[src/rtl/hwk_pkg.sv]
package hwk_pkg;
    typedef enum logic [1:0] {
        ST_RUN    = 2'd0,
        ST_HALT   = 2'd1,
        ST_SETTLE = 2'd2
    } hwk_state_e;

    typedef enum logic [1:0] {
        WK_NONE = 2'd0,
        WK_PORT = 2'd1,
        WK_IRQ  = 2'd2,
        WK_WDT  = 2'd3
    } hwk_reason_e;
endpackage

[src/rtl/hwk_rst_sync.sv]
module hwk_rst_sync (
    input  logic clk,
    input  logic rst_n,
    output logic rst_ok
);
    logic [1:0] stage_q;
    logic [1:0] stage_d;

    always_comb begin
        stage_d = {stage_q[0], 1'b1};
    end

    always_ff @(posedge clk or negedge rst_n) begin
        if (!rst_n) stage_q <= 2'b00;
        else        stage_q <= stage_d;
    end

    assign rst_ok = stage_q[1];
endmodule

[src/rtl/hwk_sync2.sv]
module hwk_sync2 #(
    parameter int W = 8
) (
    input  logic         clk,
    input  logic         rst_n,
    input  logic [W-1:0] din,
    output logic [W-1:0] dout
);
    logic [W-1:0] s1_q, s2_q;
    logic [W-1:0] s1_d, s2_d;

    always_comb begin
        s1_d = din;
        s2_d = s1_q;
    end

    always_ff @(posedge clk or negedge rst_n) begin
        if (!rst_n) begin
            s1_q <= '0;
            s2_q <= '0;
        end else begin
            s1_q <= s1_d;
            s2_q <= s2_d;
        end
    end

    assign dout = s2_q;
endmodule

[src/rtl/hwk_settle_cnt.sv]
module hwk_settle_cnt #(
    parameter int CYC = 1024
) (
    input  logic clk,
    input  logic rst_n,
    input  logic run,
    output logic done
);
    localparam int CW = (CYC > 1) ? $clog2(CYC) : 1;
    localparam logic [CW-1:0] LAST = CW'(CYC - 1);

    logic [CW-1:0] cnt_q, cnt_d;

    assign done = run && (cnt_q == LAST);

    always_comb begin
        if (!run)      cnt_d = '0;
        else if (done) cnt_d = '0;
        else           cnt_d = cnt_q + 1'b1;
    end

    always_ff @(posedge clk or negedge rst_n) begin
        if (!rst_n) cnt_q <= '0;
        else        cnt_q <= cnt_d;
    end
endmodule

[src/rtl/hwk_wake_detect.sv]
module hwk_wake_detect #(
    parameter int PORT_W = 8,
    parameter int IRQ_N  = 4,
    parameter int IRQ_IW = 2
) (
    input  logic              clk,
    input  logic              rst_n,
    input  logic              armed,
    input  logic [PORT_W-1:0] port_in,
    input  logic [PORT_W-1:0] port_en,
    input  logic [IRQ_N-1:0]  irq_req,
    input  logic [IRQ_N-1:0]  irq_mask,
    output logic              wake_port,
    output logic              wake_irq,
    output logic [IRQ_IW-1:0] irq_idx
);
    logic [PORT_W-1:0] pin_s;
    logic [PORT_W-1:0] prev_q, prev_d;
    logic [PORT_W-1:0] falls;
    logic [IRQ_N-1:0]  fresh;

    hwk_sync2 #(.W(PORT_W)) u_psync (
        .clk  (clk),
        .rst_n(rst_n),
        .din  (port_in),
        .dout (pin_s)
    );

    always_comb begin
        prev_d = pin_s;
    end

    always_ff @(posedge clk or negedge rst_n) begin
        if (!rst_n) prev_q <= '0;
        else        prev_q <= prev_d;
    end

    always_comb begin
        falls     = prev_q & ~pin_s & port_en;
        fresh     = irq_req & ~irq_mask;
        wake_port = armed && (|falls);
        wake_irq  = armed && (|fresh);
        irq_idx   = '0;
        for (int i = IRQ_N - 1; i >= 0; i--) begin
            if (fresh[i]) irq_idx = IRQ_IW'(i);
        end
    end
endmodule

[src/rtl/halt_wake_ctrl.sv]
module halt_wake_ctrl
    import hwk_pkg::*;
#(
    parameter int PORT_W     = 8,
    parameter int IRQ_N      = 4,
    parameter int SETTLE_CYC = 1024,
    localparam int IRQ_IW    = (IRQ_N > 1) ? $clog2(IRQ_N) : 1
) (
    input  logic              clk,
    input  logic              rst_n,
    input  logic              halt_req,
    input  logic              clrwdt_req,
    input  logic              wdt_ovf,
    input  logic [IRQ_N-1:0]  irq_req,
    input  logic [IRQ_N-1:0]  irq_en,
    input  logic              stack_full,
    input  logic [PORT_W-1:0] port_in,
    input  logic [PORT_W-1:0] port_wake_en,
    output logic              clk_en,
    output logic              wdt_clr,
    output logic              resume_next,
    output logic              take_irq,
    output logic [IRQ_IW-1:0] irq_vec,
    output logic              warm_rst,
    output logic              core_rst,
    output logic              pwrdn_flag,
    output logic              tmo_flag
);
    typedef struct packed {
        hwk_state_e        state;
        logic              pwrdn;
        logic              tmo;
        hwk_reason_e       why;
        logic [IRQ_IW-1:0] vec;
        logic [IRQ_N-1:0]  mask;
        logic              act_next;
        logic              act_irq;
        logic              act_warm;
        logic              act_full;
        logic              wclr;
    } ctl_t;

    localparam ctl_t CTL_RST = '{
        state: ST_RUN, pwrdn: 1'b0, tmo: 1'b0, why: WK_NONE,
        vec: '0, mask: '0, act_next: 1'b0, act_irq: 1'b0,
        act_warm: 1'b0, act_full: 1'b0, wclr: 1'b0
    };

    logic              rst_ok;
    logic              wake_port, wake_irq, settle_done;
    logic [IRQ_IW-1:0] irq_idx;
    ctl_t              ctl_q, ctl_d;

    hwk_rst_sync u_rsync (
        .clk   (clk),
        .rst_n (rst_n),
        .rst_ok(rst_ok)
    );

    hwk_wake_detect #(
        .PORT_W(PORT_W),
        .IRQ_N (IRQ_N),
        .IRQ_IW(IRQ_IW)
    ) u_wake (
        .clk      (clk),
        .rst_n    (rst_ok),
        .armed    (ctl_q.state == ST_HALT),
        .port_in  (port_in),
        .port_en  (port_wake_en),
        .irq_req  (irq_req),
        .irq_mask (ctl_q.mask),
        .wake_port(wake_port),
        .wake_irq (wake_irq),
        .irq_idx  (irq_idx)
    );

    hwk_settle_cnt #(.CYC(SETTLE_CYC)) u_settle (
        .clk  (clk),
        .rst_n(rst_ok),
        .run  (ctl_q.state == ST_SETTLE),
        .done (settle_done)
    );

    always_comb begin
        ctl_d          = ctl_q;
        ctl_d.act_next = 1'b0;
        ctl_d.act_irq  = 1'b0;
        ctl_d.act_warm = 1'b0;
        ctl_d.act_full = 1'b0;
        ctl_d.wclr     = 1'b0;
        unique case (ctl_q.state)
            ST_RUN: begin
                if (wdt_ovf) begin
                    ctl_d.tmo      = 1'b1;
                    ctl_d.act_full = 1'b1;
                end else if (halt_req) begin
                    ctl_d.state = ST_HALT;
                    ctl_d.pwrdn = 1'b1;
                    ctl_d.tmo   = 1'b0;
                    ctl_d.wclr  = 1'b1;
                    ctl_d.mask  = irq_req;
                end else if (clrwdt_req) begin
                    ctl_d.pwrdn = 1'b0;
                    ctl_d.wclr  = 1'b1;
                end
            end
            ST_HALT: begin
                if (wdt_ovf) begin
                    ctl_d.state = ST_SETTLE;
                    ctl_d.why   = WK_WDT;
                    ctl_d.tmo   = 1'b1;
                end else if (wake_irq) begin
                    ctl_d.state = ST_SETTLE;
                    ctl_d.why   = WK_IRQ;
                    ctl_d.vec   = irq_idx;
                end else if (wake_port) begin
                    ctl_d.state = ST_SETTLE;
                    ctl_d.why   = WK_PORT;
                end
            end
            ST_SETTLE: begin
                if (settle_done) begin
                    ctl_d.state = ST_RUN;
                    ctl_d.why   = WK_NONE;
                    case (ctl_q.why)
                        WK_WDT: ctl_d.act_warm = 1'b1;
                        WK_IRQ: begin
                            if (irq_en[ctl_q.vec] && !stack_full) ctl_d.act_irq  = 1'b1;
                            else                                  ctl_d.act_next = 1'b1;
                        end
                        default: ctl_d.act_next = 1'b1;
                    endcase
                end
            end
            default: ctl_d = CTL_RST;
        endcase
    end

    always_ff @(posedge clk or negedge rst_ok) begin
        if (!rst_ok) ctl_q <= CTL_RST;
        else         ctl_q <= ctl_d;
    end

    assign clk_en      = (ctl_q.state == ST_RUN);
    assign wdt_clr     = ctl_q.wclr;
    assign resume_next = ctl_q.act_next;
    assign take_irq    = ctl_q.act_irq;
    assign irq_vec     = ctl_q.vec;
    assign warm_rst    = ctl_q.act_warm;
    assign core_rst    = !rst_ok || ctl_q.act_full;
    assign pwrdn_flag  = ctl_q.pwrdn;
    assign tmo_flag    = ctl_q.tmo;
endmodule

[config.mk]
export PLATFORM = sky130hd
export DESIGN_NAME = halt_wake_ctrl
export DESIGN_NICKNAME = d
export VERILOG_FILES = /design/src/rtl/hwk_pkg.sv /design/src/rtl/hwk_rst_sync.sv /design/src/rtl/hwk_sync2.sv /design/src/rtl/hwk_settle_cnt.sv /design/src/rtl/hwk_wake_detect.sv /design/src/rtl/halt_wake_ctrl.sv
export SDC_FILE = /design/constraint.sdc
export NUM_CORES = 1
export LEC_CHECK = 0
export ABC_AREA = 1
export BUFFER_PORTS_ARGS = -buffer_cell sky130_fd_sc_hd__buf_4
export CORE_ASPECT_RATIO = 1.4
export CORE_UTILIZATION = 50
export CTS_BUF_LIST = sky130_fd_sc_hd__clkbuf_4
export CTS_CLUSTER_DIAMETER = 80
export DETAILED_ROUTE_END_ITERATION = 10
export PLACE_DENSITY = 0.86
export SYNTH_ARGS = -nofsm -noshare
export SYNTH_HDL_FRONTEND = slang
export SYNTH_SLANG_ARGS = --single-unit
[constraint.sdc]
create_clock -name clk -period 1.6 [get_ports clk]
set_input_delay 0.24 -clock clk [delete_from_list [all_inputs] [get_ports clk]]
set_output_delay 0.24 -clock clk [all_outputs]
set_load 0.01 [all_outputs]
Word-level counts from Yosys, hierarchy flattened
Index checks and enable logic that the tools add are counted.
{"block": "totals", "output_inout_bits": 10, "elab_cells": 103, "reg_bits": 53, "inputBits": 30}
{"block": "op_classes", "addsub": 1, "order_cmp": 1, "n_mux": 44, "bitwise": 9, "eq_ne": 14, "reduce_logical": 18}
{"operator": "2-bit two-way mux", "n": 15}
{"operator": "10-bit two-way mux", "n": 2}
{"operator": "8-bit bitwise AND", "n": 2}
{"operator": "3-bit AND reduction", "n": 5}
{"operator": "1-bit two-way mux", "n": 14}
{"operator": "2-bit inequality test (second input constant)", "n": 6}
{"operator": "2-bit case mux with 3 select lines", "n": 2}
{"operator": "10-bit by 1-bit adder with 10-bit output (second input constant)", "n": 1}
{"operator": "10-bit equality test (second input constant)", "n": 1}
{"operator": "3-bit two-way mux", "n": 3}
{"operator": "4-bit two-way mux", "n": 2}
{"operator": "8-bit NOT", "n": 1}
{"operator": "4-bit case mux with 2 select lines", "n": 1}
{"operator": "8-bit OR reduction", "n": 1}
{"operator": "2-bit equality test (second input constant)", "n": 3}
{"operator": "3-bit inequality test (second input constant)", "n": 2}
{"operator": "4-bit bitwise AND", "n": 1}
{"operator": "1-bit logical AND", "n": 4}
{"operator": "4-bit inequality test (second input constant)", "n": 1}
{"operator": "1-bit NOT", "n": 4}
{"operator": "4-bit NOT", "n": 1}
{"operator": "1-bit case mux with 2 select lines", "n": 2}
{"operator": "2-bit case mux with 2 select lines", "n": 1}
{"operator": "4-bit AND reduction", "n": 1}
{"operator": "9 further kinds", "n": 11}

Longest topological paths before layout
{"block": "depth", "word_depth": 9, "mapped_depth": 10, "depth_no_buf": 10}

Cells and area by module
Synthesis repeated with hierarchy kept, for this count alone.
{"block": "unflattened", "cells_unflattened": 245, "hier_area_um2": 2235.9}
{"mod": "halt_wake_ctrl", "instances": 1, "area_each_um2": 868.3, "seq_area_each_um2": 425.4, "cells_each": 114}
{"mod": "hwk_settle_cnt", "instances": 1, "area_each_um2": 544.3, "seq_area_each_um2": 250.2, "cells_each": 67}
{"mod": "hwk_sync2", "instances": 1, "area_each_um2": 400.4, "seq_area_each_um2": 400.4, "cells_each": 16}
{"mod": "hwk_wake_detect", "instances": 1, "area_each_um2": 369.1, "seq_area_each_um2": 200.2, "cells_each": 45}
{"mod": "hwk_rst_sync", "instances": 1, "area_each_um2": 53.8, "seq_area_each_um2": 50.0, "cells_each": 3}

Least setup slack after synthesis
No wires, ideal clock.
{"block": "synth_path", "path_kind": "register to output", "from": "register u_rsync.stage_q[1]", "to": "output port core_rst", "slack_ns": -0.316, "stages_incl_launch_ff": 2, "arrival_ns": 1.676, "required_time_ns": 1.360, "n_path_buf": 0, "path_cell_list": "dfrtp_1 -> nand2_1"}
{"block": "synth_via", "elab_chain_cells": 2}
{"item": "start, declared", "line_no": "hwk_rst_sync.sv:6", "source": "logic [1:0] stage_q;"}
{"item": "start signal, assigned", "line_no": "hwk_rst_sync.sv:15", "source": "else stage_q <= stage_d;"}
{"item": "1-bit logical NOT (no source line)"}
{"item": "1-bit logical OR", "line_no": "halt_wake_ctrl.sv:150", "source": "assign core_rst = !rst_ok || ctl_q.act_full;"}
{"item": "end, declared", "line_no": "halt_wake_ctrl.sv:25", "source": "output logic core_rst,"}
Every way passes these cells.

Final worst setup path
{"block": "layout_path", "from": "register u_settle.cnt_q[1]", "to": "register ctl_q[15] (netlist name)"}
{"block": "layout_via", "elab_chain_cells": 4}
{"item": "start, declared", "line_no": "hwk_settle_cnt.sv:12", "source": "logic [CW-1:0] cnt_q, cnt_d;"}
{"item": "start signal, assigned", "line_no": "hwk_settle_cnt.sv:24", "source": "else cnt_q <= cnt_d;"}
{"item": "10-bit equality test", "line_no": "hwk_settle_cnt.sv:14", "source": "assign done = run && (cnt_q == LAST);"}
{"item": "1-bit logical AND", "line_no": "hwk_settle_cnt.sv:14"}
{"item": "2-bit inequality test (no source line)"}
{"item": "4-bit AND reduction (no source line)"}
{"item": "end signal, assigned", "line_no": "halt_wake_ctrl.sv:141", "source": "else ctl_q <= ctl_d;"}
{"item": "end, declared", "line_no": "halt_wake_ctrl.sv:52", "source": "ctl_t ctl_q, ctl_d;"}
Every way passes these cells.
A chain may end at the register's enable or synchronous reset.

==> impl_metrics.toml <==
[run_status]
run_status = "completed"

[sta]
hold_viol_final = 0
final.min_clock_period_ns = 1.49
max_slew_margin_pct = 58.9
clock_skew_ns = 0.00596
worst_slack_ns = 0.114
fin_crit_sh_pct = 92.9
fmax_ghz = 0.673
finalSetupViolCount = 0
tightest_slew_ns = 0.616
hold_slack_ns = 0.0661
slew_violations = 0

[placement]
dp_cells = 295
portBuffers = 39
place.gp.congestion = 0.797
hpwl_um = 2740
dp_slack_ns = 0.0418

[cells_and_area]
area_growth_pct = 27.6
fillers = 287
drive_gt1_share_pct = 29.2
final_cell_mix = "52 x dfrtp_1, 45 x buf_4, 38 x nand2_1"
final_common_cell = "dfrtp_1"
nNetsFinal = 305
final-instance-count-excl-fill = 314
antennaDiodeCount = 0

[yosys]
synth_flop_cell = "dfrtp_1"
synth_area_per_cell_um2 = 10.1
yosys_warnings = 0
yosysSeqAreaShare_pct = 61.7
async_flop_share_pct = 100
syn_area_um2 = 2150
ys_ff_latch = 53
synth_fp_nets = 247
syn-instance-count = 212
synth_cell_types = 31
synth_edf_count = 0

[clocking]
numCtsBuffers = 5
cts.clk_slew.worst_paths_ns = 0.16
clockBufferDepth = 2
cts_tree = "done"
cts_sinks = 53
cts_root_buffer = "clkbuf_4"
clk_latency_ns = 0.37
h-tree-depth = 2

[power_and_ir_drop]
switching_share_pct = 34.5
ir_worst_vdd_mv = 0.986
p_clk_share_pct = 21.2
power.density_nw_per_um2 = 1350
pwr-share-comb_pct = 34.7
pwr-share-seq_pct = 44.2
leakage_nw = 1.34
p_sw_mw = 1.27
p_int_mw = 2.42

[global_route]
grt_max_degree = 52
grt_pass1_wl_um = 6910
grt-ovfl-total = 0
grt_usage_pct = 20.2
use_met1_pct = 23.9
grt_antenna_before_repair = 0
met3_usage_pct = 4.70
use_met2_pct = 35.0
busiest_layer = "met2"
grt_pass1_vias = 1610

[setup_path]
worst_ep_required_time_ns = 1.88
cp-end-kind = "register"
crit_type = "register to register"
arrival_ns = 1.77
critPathMaxFanout = 3
startpoint_type = "register"

[die]
ios = 40
coreArea_um2 = 4020
fp.dieW_um = 57.4
initial_core_util_pct = 53.4
die_h_um = 79.6
die-area_um2 = 4570
rows = 27

[routing]
drt_iter0_markers = 42
vias = 1611
first_pass_iters = 4
via_per_inst = 5.13
antenna_left = 0
totalWireLength_um = 3990
drc_errors = 0
wire_per_inst_um = 12.7

[hold_path]
min_path_type = "input pin to register"

[job]
maxCapViolations = 0
==> per-stage QoR <==
| stage | setup TNS [ns] | power (mW) | area [um^2] | util, % |
|---|---|---|---|---|
| 2_1_floorplan | 0 | 2.41 | 2150 | - |
| 3_3_place_gp | 0 | 2.75 | 2510 | 62.3 |
| 3_5_place_dp | 0 | 2.79 | 2510 | 62.3 |
| 4_1_cts | -0.0151 | 3.63 | 2700 | 67.2 |
| 5_1_grt | -0.0750 | 3.96 | 2740 | 68.2 |
| 6_report | 0 | 3.69 | 2740 | 68.2 |
==> final cells by class <==
cell class / instances / area (um^2) / share of cell area, %
clock buffers: 5 / 37.5 / 1.37
clock inverters: 3 / 50.0 / 1.83
inverters: 26 / 97.6 / 3.56
multi-input cells: 130 / 747 / 27.2
flip-flops and latches: 53 / 1330 / 48.4
well taps: 43 / 53.8 / 1.96
repair buffers: 54 / 428 / 15.6
==> critical path: stages, from the launching register on <==
cell and delay (ns):
dfrtp_1 0.40, ha_1 0.18, nand2_1 0.13, nor2_4 0.17
nand3_4 0.12, a21oi_4 0.16, nand2_1 0.11, nand2_1 0.08
nand2_1 0.05
==> metal layers <==
| layer | part of all wire [%] | up-vias |
|---|---|---|
| met4 | 1.1 | 0 |
| met3 | 3.3 | 6 |
| met5 | 0 | - |
| met2 | 54 | 32 |
| li1 | - | 791 |
| met1 | 42 | 782 |
==> registers in the layout, indices dropped and copies added, names as in the netlist, 2 cells and up <==
register	count
ctl_q	9
irq_vec	2
u_rsync.stage_q	2
u_settle.cnt_q	10
u_wake.prev_q	8
u_wake.u_psync.dout	8
u_wake.u_psync.s1_q	8
==> power by group through the flow <==
stage	sequential [mW]	clock (mW)	combinational (mW)
floorplan	1.66	0	0.744
global placement	1.65	0	1.10
detailed placement	1.66	0	1.12
CTS	1.63	0.800	1.20
global route	1.65	0.861	1.45
finish	1.63	0.781	1.28
==> cells by family (layout without fill, tap and decap cells) <==
kind of cell,Yosys count,in the layout,share of synthesized area (%)
simple gates,100,100,22.4
compound gates,22,22,6.52
xor+xnor,2,2,0.816
other cells,1,1,0.175
fa+ha+maj,5,5,2.91
buf+inv,29,88,5.47
flops,53,53,61.7
==> Yosys cell counts (2+ instances only) <==
| master | count | share of area (%) |
|---|---|---|
| a21oi_1 | 4 | 0.93 |
| buf_4 | 2 | 0.70 |
| dfrtp_1 | 53 | 62 |
| ha_1 | 5 | 2.9 |
| inv_1 | 22 | 3.8 |
| inv_2 | 4 | 0.70 |
| nand2_1 | 38 | 6.6 |
| nand2_2 | 3 | 0.87 |
| nand3_1 | 19 | 4.4 |
| nand3b_1 | 4 | 1.4 |
| nor2_1 | 23 | 4.0 |
| nor2_2 | 4 | 1.2 |
| nor3_1 | 2 | 0.47 |
| nor3b_1 | 3 | 1.0 |
| o21ai_0 | 8 | 1.9 |
| o21ai_1 | 3 | 0.70 |
==> final timing paths <==
check	startpoint	end	slack, ns	cells after the start
setup reg to reg	u_settle.cnt_q[1]$_DFF_PN0_	ctl_q[15]$_DFFE_PN0P_	0.11	8
hold reg to reg	u_wake.u_psync.s1_q[3]$_DFF_PN0_	u_wake.u_psync.dout[3]$_DFF_PN0_	0.37	0
setup / recovery	u_settle.cnt_q[1]$_DFF_PN0_	ctl_q[15]$_DFFE_PN0P_	0.11	8
max in group asynchronous	u_rsync.stage_q[1]$_DFF_PN0_	u_settle.cnt_q[0]$_DFF_PN0_	0.80	1
hold / removal	wdt_ovf	wdt_clr$_DFF_PN0_	0.07	2
min in group asynchronous	rst_n	u_rsync.stage_q[1]$_DFF_PN0_	0.16	2
==> repair_timing <==
action / 4_1_cts / 5_1_grt
setup endpoints to repair: 2 / 8
hold buffers: 9 / 0
pin swaps: 0 / 2
endpoints found under the hold margin: 10 / 0
buffers inserted: 2 / 1
gates resized for setup: 1 / 10
Note: power is estimated with default switching activity, not from simulation.
